<file path="src/rtl/fmm_pkg.sv">
package fmm_pkg;
  typedef enum logic [2:0] {
    CLS_ZERO, CLS_NORM, CLS_SUB, CLS_INF, CLS_QNAN, CLS_SNAN
  } fp_cls_e;

  localparam int unsigned OP_W       = 3;
  localparam int unsigned OP_MIN_BIT = 0;
  localparam int unsigned OP_NUM_BIT = 1;
  localparam int unsigned OP_MAG_BIT = 2;
endpackage

</file>
<file path="src/rtl/fmm_classify.sv">
module fmm_classify
  import fmm_pkg::*;
#(
  parameter int unsigned EXP_W  = 8,
  parameter int unsigned FRAC_W = 23,
  localparam int unsigned W     = 1 + EXP_W + FRAC_W
) (
  input  logic [W-1:0] val_i,
  output fp_cls_e      cls_o
);
  logic [EXP_W-1:0]  exp_f;
  logic [FRAC_W-1:0] frac_f;
  logic              exp_zero, exp_ones, frac_zero;

  assign exp_f     = val_i[W-2 -: EXP_W];
  assign frac_f    = val_i[FRAC_W-1:0];
  assign exp_zero  = (exp_f == '0);
  assign exp_ones  = (exp_f == '1);
  assign frac_zero = (frac_f == '0);

  always_comb begin
    if (exp_zero)       cls_o = frac_zero ? CLS_ZERO : CLS_SUB;
    else if (!exp_ones) cls_o = CLS_NORM;
    else if (frac_zero) cls_o = CLS_INF;
    else                cls_o = frac_f[FRAC_W-1] ? CLS_QNAN : CLS_SNAN;
  end
endmodule

</file>
<file path="src/rtl/fmm_order.sv">
module fmm_order
  import fmm_pkg::*;
#(
  parameter int unsigned EXP_W  = 8,
  parameter int unsigned FRAC_W = 23,
  localparam int unsigned W     = 1 + EXP_W + FRAC_W,
  localparam int unsigned KEY_W = 2 + EXP_W + FRAC_W
) (
  input  logic [W-1:0] a_i,
  input  logic [W-1:0] b_i,
  input  fp_cls_e      cls_a_i,
  input  fp_cls_e      cls_b_i,
  input  logic         mag_mode_i,
  input  logic         min_mode_i,
  output logic         pick_b_o
);
  logic [KEY_W-1:0] key_a, key_b;
  logic mag_gt, mag_eq, sa, sb, a_gt, a_eq, a_lt;

  // rank: infinity on top, zero at bottom, else exponent then fraction
  assign key_a = {cls_a_i == CLS_INF, cls_a_i != CLS_ZERO,
                  (cls_a_i == CLS_ZERO) ? {(W-1){1'b0}} : a_i[W-2:0]};
  assign key_b = {cls_b_i == CLS_INF, cls_b_i != CLS_ZERO,
                  (cls_b_i == CLS_ZERO) ? {(W-1){1'b0}} : b_i[W-2:0]};

  assign mag_gt = key_a > key_b;
  assign mag_eq = key_a == key_b;
  assign sa     = a_i[W-1];
  assign sb     = b_i[W-1];

  always_comb begin
    if (mag_mode_i && !mag_eq) begin
      a_gt = mag_gt;
      a_eq = 1'b0;
    end else if (sa != sb) begin
      a_gt = sb;
      a_eq = 1'b0;
    end else if (sa) begin
      a_gt = !mag_gt && !mag_eq;
      a_eq = mag_eq;
    end else begin
      a_gt = mag_gt;
      a_eq = mag_eq;
    end
  end

  assign a_lt     = !a_gt && !a_eq;
  assign pick_b_o = min_mode_i ? a_gt : a_lt;
endmodule

</file>
<file path="src/rtl/fmm_nan_sel.sv">
module fmm_nan_sel
  import fmm_pkg::*;
(
  input  fp_cls_e cls_a_i,
  input  fp_cls_e cls_b_i,
  input  logic    num_mode_i,
  output logic    nan_path_o,
  output logic    pass_num_o,
  output logic    pass_b_o,
  output logic    invalid_o
);
  logic nan_a, nan_b, snan_any;

  assign nan_a    = (cls_a_i == CLS_QNAN) || (cls_a_i == CLS_SNAN);
  assign nan_b    = (cls_b_i == CLS_QNAN) || (cls_b_i == CLS_SNAN);
  assign snan_any = (cls_a_i == CLS_SNAN) || (cls_b_i == CLS_SNAN);

  assign pass_num_o = num_mode_i && !snan_any && (nan_a ^ nan_b);
  assign pass_b_o   = nan_a;
  assign nan_path_o = (nan_a || nan_b) && !pass_num_o;
  assign invalid_o  = snan_any;
endmodule

</file>
<file path="src/rtl/fmm_unit.sv">
module fmm_unit
  import fmm_pkg::*;
#(
  parameter int unsigned EXP_W  = 8,
  parameter int unsigned FRAC_W = 23,
  localparam int unsigned W     = 1 + EXP_W + FRAC_W
) (
  input  logic            clk_i,
  input  logic            rst_ni,
  input  logic            in_valid_i,
  input  logic [OP_W-1:0] op_i,
  input  logic [W-1:0]    a_i,
  input  logic [W-1:0]    b_i,
  output logic            out_valid_o,
  output logic [W-1:0]    result_o,
  output logic            invalid_o
);
  localparam logic [W-1:0] QNAN_C = {1'b0, {EXP_W{1'b1}}, 1'b1, {(FRAC_W-1){1'b0}}};

  logic [W-1:0] opnd [2];
  fp_cls_e      cls  [2];
  logic         nan_path, pass_num, pass_b, inval_c, ord_pick_b;
  logic [W-1:0] res_c;

  assign opnd[0] = a_i;
  assign opnd[1] = b_i;

  for (genvar i = 0; i < 2; i++) begin : g_cls
    fmm_classify #(.EXP_W(EXP_W), .FRAC_W(FRAC_W)) u_cls (
      .val_i (opnd[i]),
      .cls_o (cls[i])
    );
  end

  fmm_nan_sel u_nan (
    .cls_a_i    (cls[0]),
    .cls_b_i    (cls[1]),
    .num_mode_i (op_i[OP_NUM_BIT]),
    .nan_path_o (nan_path),
    .pass_num_o (pass_num),
    .pass_b_o   (pass_b),
    .invalid_o  (inval_c)
  );

  fmm_order #(.EXP_W(EXP_W), .FRAC_W(FRAC_W)) u_ord (
    .a_i        (a_i),
    .b_i        (b_i),
    .cls_a_i    (cls[0]),
    .cls_b_i    (cls[1]),
    .mag_mode_i (op_i[OP_MAG_BIT]),
    .min_mode_i (op_i[OP_MIN_BIT]),
    .pick_b_o   (ord_pick_b)
  );

  always_comb begin
    if (nan_path)      res_c = QNAN_C;
    else if (pass_num) res_c = pass_b ? b_i : a_i;
    else               res_c = ord_pick_b ? b_i : a_i;
  end

  always_ff @(posedge clk_i or negedge rst_ni) begin
    if (!rst_ni) out_valid_o <= 1'b0;
    else         out_valid_o <= in_valid_i;
  end

  always_ff @(posedge clk_i or negedge rst_ni) begin
    if (!rst_ni) begin
      result_o  <= '0;
      invalid_o <= 1'b0;
    end else if (in_valid_i) begin
      result_o  <= res_c;
      invalid_o <= inval_c;
    end
  end
endmodule

</file>
<file path="config.mk">
export PLATFORM = sky130hd
export DESIGN_NAME = fmm_unit
export DESIGN_NICKNAME = d
export VERILOG_FILES = /design/src/rtl/fmm_pkg.sv /design/src/rtl/fmm_classify.sv /design/src/rtl/fmm_order.sv /design/src/rtl/fmm_nan_sel.sv /design/src/rtl/fmm_unit.sv
export SDC_FILE = /design/constraint.sdc
export NUM_CORES = 1
export LEC_CHECK = 0
export BUFFER_PORTS_ARGS = -buffer_cell sky130_fd_sc_hd__clkbuf_2
export CORE_ASPECT_RATIO = 0.9
export CORE_MARGIN = 2
export CORE_UTILIZATION = 23
export DETAILED_ROUTE_END_ITERATION = 8
export PLACE_DENSITY = 0.44
export SLEW_MARGIN = 20
export SYNTH_ARGS = -nofsm -noshare
export SYNTH_HDL_FRONTEND = slang
export SYNTH_HIERARCHICAL = 1
export SYNTH_SLANG_ARGS = --single-unit
export TNS_END_PERCENT = 50
</file>
<file path="constraint.sdc">
create_clock -name clk_i -period 1.2 [get_ports clk_i]
set_clock_uncertainty 0.2 [all_clocks]
set_input_delay 0.06 -clock clk_i [delete_from_list [all_inputs] [get_ports clk_i]]
set_output_delay 0.06 -clock clk_i [all_outputs]
set_load 0.01 [all_outputs]
</file>
Yosys cells after proc, flatten, opt, wreduce, memory -nomap -nowiden
Cells that the tools add are included.
{ "totals": {"in_bits": 70, "word_cells": 61, "reg_bits": 34, "out_inout_bits": 34} }
{ "op_classes": {"n_eq_ne": 10, "bitwise_logic": 1, "order_cmp": 1, "muxes": 22, "n_reduce_logical": 24} }
{ "op_table": {"columns": ["operator", "count"], "rows": [
  ["two-way mux 32 bit", 4],
  ["two-way mux 31 bit", 2],
  ["zero test 23 bit", 2],
  ["== test 33 bit", 1],
  ["greater-than comparator 33 bit", 1],
  ["two-way mux 3 bit", 6],
  ["== test 8 bit, second input constant", 2],
  ["zero test 8 bit", 2],
  ["== test 3 bit, second input constant", 4],
  ["two-way mux 1 bit", 8],
  ["== test 3 x 2 -> 1 bit, second input constant", 2],
  ["logical AND 1 bit", 6],
  ["zero test 1 bit", 6],
  ["zero test 3 bit", 2],
  ["nonzero test 3 bit", 2],
  ["logical OR 1 bit", 4],
  ["two-way mux 2 bit", 2],
  ["!= test 1 bit", 1],
  ["XOR 1 bit", 1]
]} }

Depth between registers and ports, before layout
{ "depth": {"word_depth": 18, "depth_mapped": 20, "ltp_nobuf": 17} }

By module
Netlist, hierarchy kept.
{ "modules_own_cells": {"columns": ["mod", "area_per_inst_um2", "cells_per_inst", "n_inst", "seq_area_each_um2"], "rows": [
  ["fmm_unit", 1602.8, 144, 1, 850.8],
  ["fmm_order", 1196.1, 177, 1, 0.0],
  ["fmm_classify", 112.6, 19, 2, 0.0],
  ["fmm_nan_sel", 98.8, 9, 1, 0.0]
]} }

Least setup slack after synthesis
No wires, ideal clock.
{ "synth_path": {"path_type": "input-to-reg", "startpoint": "input port b_i[16]", "endpoint": "register result_o[10]", "arrival_time_ns": 3.694, "cell_stages": 19, "path_buffers": 3, "path_slack_ns": -2.835, "required_ns": 0.859, "setup_time_ns": 0.141, "cell_sequence": "nor4_1 > nand4_1 > nor2_2 > mux2i_1 > or3_1 > clkbuf_1 > clkbuf_1 > nand2_1 > ha_1 > nand4_2 > nor4_4 > and3_4 > o21ai_0 > nor4b_1 > a2bb2oi_1 > mux2i_4 > buf_8 > mux2i_1 > o22ai_1"} }
{ "synth_rtl": {"columns": ["element", "line_no", "source"], "rows": [
  ["start, declared", "fmm_unit.sv:13", "input logic [W-1:0] b_i,"],
  ["end signal, assigned", "fmm_unit.sv:71", "result_o <= res_c;"],
  ["end, declared", "fmm_unit.sv:15", "output logic [W-1:0] result_o,"]
]} }

==> impl_metrics.py <==
metrics = {
    "cells_and_area": {
        "layout_common_cells": "clkbuf_2, buf_4, nand2_1",
        "drive_gt1_share_pct": 57.44,
        "area_growth_pct": 86.90,
        "fillers": 1318,
        "layout.cells.non_filler": 753,
        "final_common_cell": "clkbuf_2",
        "fin_nets": 690,
        "n_antenna_cell": 0,
    },
    "drt": {
        "dr.pass1.iters": 4,
        "vias": 3544,
        "met3WireLength_um": 358,
        "topRoutingLayerUsed": "met4",
        "dr_wl_met2_um": 5915,
        "drt_iter0_drc": 184,
        "route.detailed.drc": 0,
        "met1_length_um": 6335,
        "antenna_left": 0,
        "totalWireLength_um": 12890,
        "routedWlPerCell_um": 17.12,
        "viasPerCell": 4.707,
    },
    "setup_path": {
        "cp-end-kind": "flip-flop",
        "cp.arrival_ns": 4.08,
        "critPathRequiredTime_ns": 1.13,
        "path_class": "in2reg",
        "critPathLaunchType": "input pin",
        "r2r-start": "invalid_o$_DFFE_PN0P_",
        "crit_start": "a_i[3]",
        "crit_chain": "buf_8, nor4_4, nand4_1, nor2_2, buf_4, mux2i_4, or3_4, buf_6, and2_4, ha_4, nand4_4, buf_6, nor4_4, and3_4, a21oi_2, o21ai_1, o311ai_2, a2bb2oi_2, mux2i_4, buf_12, buf_16, mux2i_1, a21oi_1",
        "critPathMaxStageDelay_ns": 0.36,
        "critical_path.max_fanout": 7,
        "critPathSlowestCell": "or3_4",
    },
    "power": {
        "p_switching_w": 0.001548,
        "seqPwrFrac_pct": 28.8,
        "p_comb_share_pct": 45.9,
        "power_frac_clock_pct": 25.4,
        "ir_drop_mv": 0.5623,
        "power_density_mw_per_mm2": 827.0,
        "p_int_w": 0.003279,
        "p_leak_nw": 2.678,
        "swShare_pct": 32.08,
    },
    "status": {
        "status": "complete, but fails checks",
        "failed_checks": "negative hold slack, negative setup slack",
    },
    "sta": {
        "post-route-period-util_pct": 346.2,
        "setup_viol": 33,
        "drv_slew": 0,
        "min_period_ns": 4.155,
        "hold_viol_final": 3,
        "worst_slew_pin_slew_ns": 0.6677,
        "holdWs_ns": -0.01582,
        "max_freq_mhz": 240.7,
        "setup_slack_ns": -2.955,
        "slew_headroom_pct": 55.40,
        "rsz0062_at_grt": "yes",
    },
    "die": {
        "rows": 40,
        "fp.coreArea_sq_mm": 0.01331,
        "fp.dieW_um": 126.8,
        "initial_utilization_pct": 23.46,
        "die_y_um": 114.5,
        "io_pins": 104,
        "dieArea_sq_mm": 0.01453,
    },
    "worst_hold_path": {
        "min-delay-start": "b_i[12]",
        "hold_path.class": "in2reg",
    },
    "global_routing": {
        "track_usage_pct": 17.77,
        "grt_antenna_before_repair": 0,
        "overflow": 0,
        "grt_pass1_vias": 3604,
        "grt_max_degree": 35,
        "grt_pass1_wl_um": 19720,
    },
    "job": {
        "cap_violations": 0,
    },
    "clock_network": {
        "cts_num_sinks": 34,
        "cts_buffers": 5,
        "clkTransAtPathRegs_ns": 0.05,
        "clkLatencyLatePin_ns": 0.27,
        "cts.path.max_buffers": 2,
        "htreeDepth": 2,
        "cts_tree": "done",
        "clock-root-buffer": "clkbuf_16",
    },
    "synthesis": {
        "ys_ff_latch": 34,
        "synth_cell_types": 44,
        "ys_seq_area_share_pct": 27.24,
        "ys_warn_count": 6,
        "syn_avg_cell_area_sq_um": 8.486,
        "synthCells": 368,
        "synth_fp_nets": 472,
        "synth_area_sq_mm": 0.003123,
    },
    "placement": {
        "place.gp.congestion": 0.8284,
        "dp_cells": 715,
        "hpwl_um": 9439,
        "place_ws_ns": -3.558,
        "portBuffers": 103,
    },
}
==> cell families (layout without fill, tap and decap cells) <==
logic type               Yosys count  in the layout  share of synthesized area (%)
adder cells (fa/ha/maj)           34             34                          13.62
multiplexers                      36             36                          11.98
AO/OA/AOI/OAI                     69             69                          13.70
buffers and inverters             45            260                          6.651
flip-flops                        34             34                          27.24
AND/OR/NAND/NOR                  150            152                          26.80
==> cell type report <==
cell class | count | area [sq um] | share of cell area (%)
well taps | 168 | 210.2 | 3.601
clock buffers | 6 | 138.9 | 2.379
multi-input cells | 291 | 2801 | 48.00
repair buffers | 226 | 1730 | 29.65
inverters | 28 | 105.1 | 1.801
flip-flops and latches | 34 | 850.8 | 14.58
==> power groups by stage <==
stage | clock network (W) | registers (W) | logic, W
finish | 0.00122 | 0.00139 | 0.00221
global route | 0.00130 | 0.00141 | 0.00238
CTS | 0.00125 | 0.00139 | 0.00208
detailed placement | 0 | 0.00141 | 0.00167
global placement | 0 | 0.00141 | 0.00166
floorplan | 0 | 0.00147 | 0.000797
==> flip-flops by register name, indices dropped and copies added, names as in the netlist <==
signal / cells
result_o: 32
out_valid_o: 1
invalid_o: 1
==> cell usage after synthesis, drive strengths merged <==
cell type,number,area [sq um]
o211ai,2,20.02
nor4b,1,8.760
inv,28,105.1
buf,3,50.05
a21oi,27,135.1
o311ai,1,8.760
nand2,47,176.4
o221a,1,11.26
a2bb2oi,1,8.760
and3,1,11.26
nor2b,1,6.260
clkbuf,14,52.55
nor3,4,20.02
and4,1,8.760
nor4,15,108.9
ha,34,425.4
nand2b,4,25.02
o22ai,23,143.9
and2,31,193.9
and2b,2,15.01
nand3b,3,47.55
a31oi,1,6.260
or2,2,12.51
a21boi,2,15.01
nand3,4,20.02
mux2i,35,362.8
dfrtp,34,850.8
nand4,13,93.84
a41oi,1,16.27
nor2,19,76.32
or3,2,12.51
o21a,1,7.510
mux2,1,11.26
a221oi,1,8.760
a2111o,1,11.26
o21ai,7,35.03
==> per-layer routing <==
metal / up-vias / global-route usage, %
met5: - / 0
met4: 0 / 6.227
met1: 1698 / 24.78
met3: 14 / 2.150
li1: 1773 / -
met2: 59 / 28.46
==> critical path, delay by kind of cell <==
kind            cells  cell delay, ns
buf+inv             6            0.84
fa+ha+maj           1            0.27
simple gates        8            1.74
mux                 3            0.59
compound gates      5            0.57
==> worst paths after layout <==
check	endpoint	slack [ns]	cells after the start
setup / recovery	result_o[30]$_DFFE_PN0P_	-2.95	23
hold / removal	result_o[12]$_DFFE_PN0P_	-0.02	4
setup reg to reg	invalid_o$_DFFE_PN0P_	0.24	1
hold reg to reg	result_o[29]$_DFFE_PN0P_	0.33	2
max in group asynchronous	invalid_o$_DFFE_PN0P_	0.54	3
min in group asynchronous	result_o[7]$_DFFE_PN0P_	0.08	3
==> through the flow <==
step / power, W / hold WS [ns] / instance area, sq um / utilization, % / setup TNS [ns]
after global routing: 0.005089 / 0.005212 / 5837 / 43.84 / -99.01
after CTS: 0.004725 / 0.002238 / 5632 / 42.30 / -91.59
after detailed placement: 0.003078 / -0.1622 / 4777 / 35.88 / -107.59
final: 0.004827 / -0.01582 / 5837 / 43.84 / -93.64
after global placement: 0.003067 / -0.1632 / 4777 / 35.88 / -107.71
after floorplan: 0.002266 / -0.4356 / 3438 / - / -84.34
==> what timing repair did <==
item                                   CTS  global route
hold buffers                             7             0
gates resized for setup                 84            38
endpoints found under the hold margin   39             0
buffers inserted                        13             6
pin swaps                               42            17
gates cloned                             6             0
setup endpoints to repair               33            33
Note: power is estimated with default switching activity, not from simulation.
